**src/rtl/frame_tx_link.sv**
```systemverilog
module frame_tx_link #(
  parameter int          MAX_DW   = 2064,
  parameter logic [31:0] CRC_SEED = 32'h52325032,
  parameter logic [31:0] CRC_POLY = 32'h04C11DB7
) (
  input  logic        clk,
  input  logic        rst_n,
  input  logic        pl_valid,
  input  logic [31:0] pl_data,
  input  logic        pl_last,
  output logic        pl_pop,
  input  logic [3:0]  rx_prim,
  output logic [3:0]  tx_kind,
  output logic [31:0] tx_dword,
  output logic        done,
  output logic        done_ok,
  output logic        done_trunc
);
  localparam int CW = $clog2(MAX_DW + 1);
  localparam logic [3:0] K_DATA = 4'd0, K_SYNC = 4'd1, K_XRDY = 4'd2, K_RRDY = 4'd3,
                         K_SOF = 4'd4, K_EOF = 4'd5, K_HOLD = 4'd6, K_HOLDA = 4'd7,
                         K_DMAT = 4'd8, K_WTRM = 4'd9, K_ROK = 4'd10, K_RERR = 4'd11;

  typedef enum logic [2:0] {S_IDLE, S_XRDY, S_SOF, S_DATA, S_CRC, S_EOF, S_WTRM, S_DROP} st_t;

  st_t st, st_d;
  logic [31:0] crc, crc_d;
  logic [CW-1:0] cnt, cnt_d;
  logic skip, skip_d, trunc, trunc_d;

  function automatic logic [31:0] crc_step(input logic [31:0] c, input logic [31:0] d);
    logic [31:0] r;
    r = c;
    for (int i = 31; i >= 0; i--) begin
      if (r[31] ^ d[i]) r = {r[30:0], 1'b0} ^ CRC_POLY;
      else              r = {r[30:0], 1'b0};
    end
    return r;
  endfunction

  always_comb begin
    st_d     = st;
    crc_d    = crc;
    cnt_d    = cnt;
    skip_d   = skip;
    trunc_d  = trunc;
    tx_kind  = K_SYNC;
    tx_dword = '0;
    pl_pop   = 1'b0;
    done     = 1'b0;
    done_ok  = 1'b0;
    case (st)
      S_IDLE: if (pl_valid) st_d = S_XRDY;
      S_XRDY: begin
        tx_kind = K_XRDY;
        if (rx_prim == K_RRDY) st_d = S_SOF;
      end
      S_SOF: begin
        tx_kind = K_SOF;
        crc_d   = CRC_SEED;
        cnt_d   = '0;
        skip_d  = 1'b0;
        trunc_d = 1'b0;
        st_d    = S_DATA;
      end
      S_DATA: begin
        if (rx_prim == K_DMAT) begin
          tx_kind  = K_DATA;
          tx_dword = crc;
          skip_d   = 1'b1;
          st_d     = S_EOF;
        end else if (rx_prim == K_HOLD) begin
          tx_kind = K_HOLDA;
        end else if (!pl_valid) begin
          tx_kind = K_HOLD;
        end else begin
          tx_kind  = K_DATA;
          tx_dword = pl_data;
          pl_pop   = 1'b1;
          crc_d    = crc_step(crc, pl_data);
          cnt_d    = cnt + CW'(1);
          if (pl_last) begin
            st_d = S_CRC;
          end else if (cnt == CW'(MAX_DW - 2)) begin
            st_d    = S_CRC;
            skip_d  = 1'b1;
            trunc_d = 1'b1;
          end
        end
      end
      S_CRC: begin
        tx_kind  = K_DATA;
        tx_dword = crc;
        st_d     = S_EOF;
      end
      S_EOF: begin
        tx_kind = K_EOF;
        st_d    = S_WTRM;
      end
      S_WTRM: begin
        tx_kind = K_WTRM;
        if (rx_prim == K_ROK || rx_prim == K_RERR) begin
          done    = 1'b1;
          done_ok = (rx_prim == K_ROK);
          st_d    = skip ? S_DROP : S_IDLE;
        end
      end
      S_DROP: begin
        pl_pop = pl_valid;
        if (pl_valid && pl_last) st_d = S_IDLE;
      end
      default: st_d = S_IDLE;
    endcase
  end

  assign done_trunc = done & trunc;

  always_ff @(posedge clk or negedge rst_n) begin
    if (!rst_n) begin
      st    <= S_IDLE;
      crc   <= CRC_SEED;
      cnt   <= '0;
      skip  <= 1'b0;
      trunc <= 1'b0;
    end else begin
      st    <= st_d;
      crc   <= crc_d;
      cnt   <= cnt_d;
      skip  <= skip_d;
      trunc <= trunc_d;
    end
  end
endmodule

```
**config.mk**
```make
export PLATFORM = sky130hd
export DESIGN_NAME = frame_tx_link
export DESIGN_NICKNAME = d
export VERILOG_FILES = /design/src/rtl/frame_tx_link.sv
export SDC_FILE = /design/constraint.sdc
export NUM_CORES = 1
export LEC_CHECK = 0
export CELL_PAD_IN_SITES_DETAIL_PLACEMENT = 0
export CELL_PAD_IN_SITES_GLOBAL_PLACEMENT = 1
export CORE_MARGIN = 5
export CORE_UTILIZATION = 48
export DETAILED_ROUTE_END_ITERATION = 7
export GPL_TIMING_DRIVEN = 0
export PLACE_DENSITY_LB_ADDON = 0.1
export SYNTH_ARGS = -nofsm -noshare
export SYNTH_HDL_FRONTEND = slang
export SYNTH_SLANG_ARGS = --single-unit
```
**constraint.sdc**
```tcl
create_clock -name clk -period 6.66 [get_ports clk]
set_clock_uncertainty 0.05 [all_clocks]
set_input_delay 1.332 -clock clk [delete_from_list [all_inputs] [get_ports clk]]
set_output_delay 1.332 -clock clk [all_outputs]
set_load 0.01 [all_outputs]
```
==> results of run 1 <==
==> registers in the layout, summed over array words and instances, names as in the netlist <==
signal / flops
crc: 32
cnt: 12
st: 3
trunc: 1
skip: 1
==> cells in the mapped netlist, types with 3 or more instances <==
library cell  instances  area share (%)
nand2_1              41             2.6
o21ai_1               8            0.69
xnor2_1             138              21
clkbuf_1             16             1.0
o22a_1                3            0.45
xnor3_2               4             1.6
nand3_1               3            0.26
xor3_1                5             2.0
nor3_1                3            0.26
inv_1                 4            0.26
nand2b_1              4            0.43
xor2_2                6             1.7
o21ai_0              24             2.1
xnor2_2              19             5.3
nand4_1               7            0.75
dfstp_2              11             5.0
xor2_1               39             5.9
dfrtp_1              38              16
a21oi_1              21             1.8
xnor3_1              41              16
xnor2_4               6             2.8
or3_1                 5            0.54
nor2_1               25             1.6
a22o_1               34             5.1
==> through the flow <==
step                      instances  area, µm²  hold slack (ps)  worst slack (ps)
after detailed placement        757       6794            442.0             889.9
after floorplan                 531       5814            404.4              2225
final                           765       6937            451.4              1136
after global routing            765       6937            494.4             985.8
after CTS                       765       6937            459.9              1199
after global placement          756       6779            436.1             870.9
==> cell usage in the layout (no fill, tap or decap), types with 3 or more instances in the layout <==
cell             netlist  layout
xnor2_1              138     138
clkdlybuf4s50_1        0      77
nand2_1               41      41
xnor3_1               41      41
xor2_1                39      39
dfrtp_1               38      38
a22o_1                34      34
nor2_1                25      25
o21ai_0               24      24
a21oi_1               21      21
xnor2_2               19      19
clkbuf_1              16      16
dfstp_2               11      11
o21ai_1                8       8
nand4_1                7       7
xnor2_4                6       6
xor2_2                 6       6
or3_1                  5       5
xor3_1                 5       5
clkbuf_16              0       5
inv_1                  4       4
nand2b_1               4       4
xnor3_2                4       4
nor3_1                 3       3
nand3_1                3       3
o22a_1                 3       3
==> worst max-delay path, delay by kind of cell <==
family	cells	cell delay [ps]
xor+xnor	8	3720
buf+inv	1	470
compound gates	1	100
==> logic make-up after synthesis <==
| group | Yosys count | synth area share, % |
|---|---|---|
| xor gates and xnor gates | 262 | 57.87 |
| AOI/OAI and AO/OA | 98 | 11.21 |
| and+or+nand+nor | 97 | 7.575 |
| DFF | 49 | 21.33 |
| buffers and inverters | 22 | 1.420 |
| adders and majority gates | 2 | 0.4303 |
| muxes | 1 | 0.1722 |
==> final cells by class <==
class                   instances  area share (%)
inverters                       4          0.2165
repair buffers                 79           11.47
flip-flops and latches         49           17.88
multi-input cells             460           64.75
clock buffers                   5           1.804
plain buffers                  18          0.9740
clock inverters                 3          0.2525
well taps                     147           2.652
==> metal layers <==
metal | vias to the layer above | share of wire (%) | global-route usage [%]
met1 | 2131 | 44 | 31.50
met5 | - | 0 | 0
met4 | 0 | 2.0 | 5.941
li1 | 1997 | - | -
met2 | 97 | 50 | 41.45
met3 | 18 | 3.9 | 3.016
==> how the worst max path moves through the flow <==
stage / endpoint / slack [ps] / depth (start not counted)
floorplan: crc[10]$_DFFE_PN0P_ / 2230 / 9
detailed placement: crc[19]$_DFFE_PN0P_ / 890 / 10
global placement: crc[19]$_DFFE_PN0P_ / 870 / 10
global route: tx_dword[13] / 990 / 8
CTS: tx_dword[13] / 1200 / 8
finish: crc[19]$_DFFE_PN0P_ / 1140 / 10
==> metrics.md, run 1 <==
| Metric | Value |
|---|---|
| Outcome | completed |
| Hold_buf cts | 0 |
| CP max FO | 7 |
| Routability cong. | roughly 0.9 |
| Worst reg2reg path depth | 9 |
| Max stage delay on crit path | roughly 700 ps |
| Syn nets | between 500 and 600 |
| Placement Rows | 40 |
| Final core occ | between 50% and 60% |
| Mean Syn Cell Area | 10.95 µm² |
| Post-CTS Resized | 0 |
| FF/Latch Area | 0.001240 mm² |
| Cell mode on critical path | xnor2_1 |
| DR vias/cell | 5.546 |
| Final Max Slew Viols | 0 |
| FILL cells | about 1100 |
| Final Hold Vio Count | 0 |
| Count of cell types in the netlist | 44 |
| ANT nets after route | 0 |
| Worst Path Required | between 6000 and 7000 ps |
| Worst hold start | trunc$_DFFE_PN0P_ |
| Synth Instances | about 530 |
| Slowest CP cell | xnor2_2 |
| Vias | 4243 |
| Worst Hold Class | flop to flop |
| Layout area overhead | 19.30% |
| Initial Utilization | between 40% and 50% |
| Least-Margin Pin Slew | approximately 1000 ps |
| Post-DP HPWL | 13720 µm |
| CTS buffer count | 5 |
| Top FF cell, synth | dfrtp_1 |
| Min cycle time layout | 5524 ps |
| Net count, final | 659 |
| Number of diodes | 0 |
| I/O Pins | 80 |
| Synth Cell Area | approximately 0.0058 mm² |
| Max frequency | 0.1810 GHz |
| R2r startpoint | crc[27]$_DFFE_PN0P_ |
| R2R Setup Slk | around 2200 ps |
| Root buf cell | clkbuf_16 |
| Yosys warns | 0 |
| Worst slew margin | 34.78% |
| EDFF count, synth | 0 |
| Critical path capture point type | flop |
| IO buf count | 78 |
| # H-tree levels | 2 |
| RSZ-0062 raised after global routing | no |
| Post-synthesis register bit count | 49 |
| Antenna violations before repair | 0 |
| Initial DRC count | ~240 |
| # setup viols final | 0 |
| Capturing point of the worst reg2reg path | crc[19]$_DFFE_PN0P_ |
| Die Span X | between 100 and 150 µm |
| Postcts setup bufs | 0 |
| Critical path, cell by cell | clkdlybuf4s50_1 > xnor2_2 > xor3_1 > xnor2_1 > xnor3_1 > xnor3_1 > xnor2_1 > xnor2_1 > xnor2_1 > o21ai_0 |
| Post-route setup TNS | 0 ps |
| WP data arrival | ~5600 ps |
| Die H | ~120 µm |
| Core Region | about 0.012 mm² |
| Die area | ~0.014 mm² |
| Skew-Pair Late Insertion Delay | approximately 300 ps |
| Clock Tree Buf Depth | 2 |
| Initial DRT Pass Iterations | 5 |
| Total Wirelength | between 15000 and 20000 µm |
| # clock sinks | between 40 and 50 |
| Layout cells sized above 1 | roughly 10% |
| Number of global-route vias before repair | around 4300 |
| CTS clock-pin slew for the worst setup and hold paths | 70 ps |
| CP startpoint | pl_data[27] |
| First-pass GRT wire length | around 26000 µm |
| Pin count of the biggest net entering global routing | 27 |
| Worst hold stages | 2 |
| GR Util All Layers | 23.83% |
| Area of the multi-input gates | between 0.004 and 0.005 mm² |
| Crit Path Class | input port to flop |
| CP startpoint kind | input port |
| WL/cell | approximately 22 µm |
| Number of max-cap violations | 0 |
| Async SR Flop Fraction | 100.0% |
| Final worst path period share | between 80 and 90% |
| Drt drc | 0 |
| Sequential share of the synthesized area | between 20% and 30% |
| CTS tree | yes |
| Total grt overflow | 0 |
| Worst hold endpoint | trunc$_DFFE_PN0P_ |
Power of run 1 is not shown: default switching activity piles up to over one toggle a cycle in this logic, so the estimate is an artifact.
==> run 2, diff against run 1 <==
--- a/config.mk
+++ b/config.mk
@@ -8,7 +8,7 @@
 export CELL_PAD_IN_SITES_DETAIL_PLACEMENT = 0
 export CELL_PAD_IN_SITES_GLOBAL_PLACEMENT = 1
 export CORE_MARGIN = 5
-export CORE_UTILIZATION = 48
+export CORE_UTILIZATION = 41
 export DETAILED_ROUTE_END_ITERATION = 7
 export GPL_TIMING_DRIVEN = 0
 export PLACE_DENSITY_LB_ADDON = 0.1
==> constraint.sdc (replaced) <==
create_clock -name clk -period 4.4 [get_ports clk]
set_clock_uncertainty 0.05 [all_clocks]
set_input_delay 0.88 -clock clk [delete_from_list [all_inputs] [get_ports clk]]
set_output_delay 0.88 -clock clk [all_outputs]
set_load 0.01 [all_outputs]
==> metrics.md, run 2 (same netlist as run 1, synthesis figures left out) <==
| Metric | Value |
|---|---|
| Outcome | completed (unchanged) |
| R2r startpoint | crc[31]$_DFFE_PN0P_ (was crc[27]$_DFFE_PN0P_) |
| Die Span X | 129.1 µm (was 120.1 µm) |
| Clock Tree Buf Depth | 2 (unchanged) |
| # clock sinks | 49 (unchanged) |
| Reg with most FFs | crc (unchanged) |
| CTS clock-pin slew for the worst setup and hold paths | 70 ps (about the same) |
| Placement Rows | 43 (was 40) |
| Least-Margin Pin Slew | 864.4 ps (was 971.3 ps) |
| Die H | 129.1 µm (was 120.1 µm) |
| Routability cong. | 0.9276 (was 0.9239) |
| Largest regs | crc (32), cnt (12), st (3) (unchanged) |
| Total grt overflow | 0 (unchanged) |
| Commonest non-fill, non-tap cell in the layout | xnor2_1 (unchanged) |
| Post-DP HPWL | 13770 µm (was 13720 µm) |
| Max stage delay on crit path | 530 ps (was 700 ps) |
| DR vias/cell | 5.215 (was 5.546) |
| Crit Path Class | input port to output pin (was input port to flop) |
| Hold Slack | 463.4 ps (was 451.4 ps) |
| Skew-Pair Late Insertion Delay | 300 ps (about the same) |
| ANT nets after route | 0 (unchanged) |
| First-pass GRT wire length | 26580 µm (was 25700 µm) |
| Die area | 0.01666 mm² (was 0.01441 mm²) |
| Fin cells | 839 (was 765) |
| Worst Path Required | 3470 ps (was 6770 ps) |
| Initial DRC count | 228 (was 242) |
| Min cycle time layout | about 4300 ps |
| Net count, final | 700 (was 659) |
| I/O Pins | 80 (unchanged) |
| Total Wirelength | 17530 µm (was 16730 µm) |
| CTS tree | yes (unchanged) |
| Critical path, cell by cell | clkdlybuf4s50_1 > nand2b_1 > or3_1 > nand4_1 > clkbuf_1 > o21ai_0 > clkdlybuf4s50_1 (was clkdlybuf4s50_1 > xnor2_2 > xor3_1 > xnor2_1 > xnor3_1 > xnor3_1 > xnor2_1 > xnor2_1 > xnor2_1 > o21ai_0) |
| Initial Utilization | 41.89% (was 48.61%) |
| CP startpoint kind | input port (unchanged) |
| Vias | 4375 (was 4243) |
| Number of global-route vias before repair | 4451 (was 4306) |
| Worst reg2reg path depth | 11 (was 9) |
| WP data arrival | 3350 ps (was 5630 ps) |
| # setup viols final | 0 (unchanged) |
| # H-tree levels | 2 (unchanged) |
| Core Region | 0.01388 mm² (was 0.01196 mm²) |
| Capturing point of the worst reg2reg path | crc[11]$_DFFE_PN0P_ (was crc[19]$_DFFE_PN0P_) |
| Post-route setup TNS | 0 ps (unchanged) |
| Capture point of the critical path | pl_pop (was crc[19]$_DFFE_PN0P_) |
| Initial DRT Pass Iterations | 4 (was 5) |
| R2R Setup Slk | 610 ps (was 2240 ps) |
| CP max FO | 10 (was 7) |
| Placed Instances | 790 (was 757) |
| Max frequency | about 0.23 GHz |
| Layout area overhead | 33.18% (was 19.30%) |
| Pin count of the biggest net entering global routing | 28 (was 27) |
| Worst Hold Class | flop to flop (unchanged) |
| Final Max Slew Viols | 0 (unchanged) |
| Most frequent cells in the layout | xnor2_1 (119), clkdlybuf4s50_1 (76), nand2_1 (41) (was xnor2_1 (138), clkdlybuf4s50_1 (77), nand2_1 (41), xnor3_1 (41), xor2_1 (39)) |
| Final worst path period share | 97.18% |
| IO buf count | 78 (unchanged) |
| Final Hold Vio Count | 0 (unchanged) |
| Hold_buf cts | 0 (unchanged) |
| Number of max-cap violations | 0 (unchanged) |
| Drt drc | 0 (unchanged) |
| WL/cell | 20.90 µm (was 21.87 µm) |
| Max reg flops | 32 (unchanged) |
| Cell mode on critical path | clkdlybuf4s50_1 (was xnor2_1) |
| Number of diodes | 0 (unchanged) |
| CP startpoint | rx_prim[3] (was pl_data[27]) |
| Slowest CP cell | clkdlybuf4s50_1 (was xnor2_2) |
| Root buf cell | clkbuf_16 (unchanged) |
| GR Util All Layers | 21.36% (was 23.83%) |
| Critical path capture point type | output pin (was flop) |
| Worst slew margin | 41.64% (was 34.78%) |
| Layout cells sized above 1 | 22.15% (was 10.03%) |
| Antenna violations before repair | 0 (unchanged) |
| CTS buffer count | 5 (unchanged) |
[run 2: cell count changes in the layout (fill, tap and decap cells not counted), sizes merged]
| cell | previous run | this run |
|---|---|---|
| clkdlybuf4s50 | 77 | 76 |
| buf | 4 | 45 |
| dlygate4sd2 | 0 | 1 |
[run 2: per-layer routing]
metal	track usage, %	wire, µm	up-vias
met5	0	0	-
met4	4.138	195	0
met3	2.185	667	12
met2	37.23	9101	89
met1	29.15	7567	2192
li1	-	-	2082
[run 2: final cells by class]
cell class                      instances  area [µm²]
Sequential cell                        49        1240
Clock buffer                            5       125.1
Timing Repair Buffer                  120        1190
Buffer                                 18       76.32
Fill cell                            1238        6137
Inverter                                4       15.01
Multi-Input combinational cell        460        4855
Clock inverter                          3       17.52
Tap cell                              180       225.2
[run 2: how the worst min path moves through the flow]
| stage | from | cells past startpoint | slack, ps | to |
|---|---|---|---|---|
| floorplan | trunc$_DFFE_PN0P_ | 2 | 400 | trunc$_DFFE_PN0P_ |
| global placement | trunc$_DFFE_PN0P_ | 2 | 440 | trunc$_DFFE_PN0P_ |
| detailed placement | trunc$_DFFE_PN0P_ | 2 | 450 | trunc$_DFFE_PN0P_ |
| CTS | trunc$_DFFE_PN0P_ | 2 | 470 | trunc$_DFFE_PN0P_ |
| global route | trunc$_DFFE_PN0P_ | 2 | 490 | trunc$_DFFE_PN0P_ |
| finish | trunc$_DFFE_PN0P_ | 2 | 460 | trunc$_DFFE_PN0P_ |
[run 2: timing repair]
| action | CTS | global route |
|---|---|---|
| resized for setup | 40 | 19 |
| buffers inserted | 12 | 29 |
| endpoints found under the hold margin | 0 | 0 |
| setup endpoints to repair | 62 | 45 |
| pin swaps | 12 | 13 |
[run 2: per-stage QoR]
step / util (%) / instance area (µm²) / setup slack (ps)
detailed placement: 49.24 / 6835 / -870.0
global route: 55.79 / 7744 / -18.99
CTS: 53.21 / 7386 / 1.485
floorplan: - / 5814 / 417.1
finish: 55.79 / 7744 / 124.3
global placement: 49.13 / 6820 / -837.5
[run 2: worst max-delay path, delay by kind of cell]
family                 cells  cell delay, ps
buffers and inverters      3            1560
AND/OR/NAND/NOR            3             730
AO/OA/AOI/OAI              1             170
Power of run 2 is left out for the same reason.
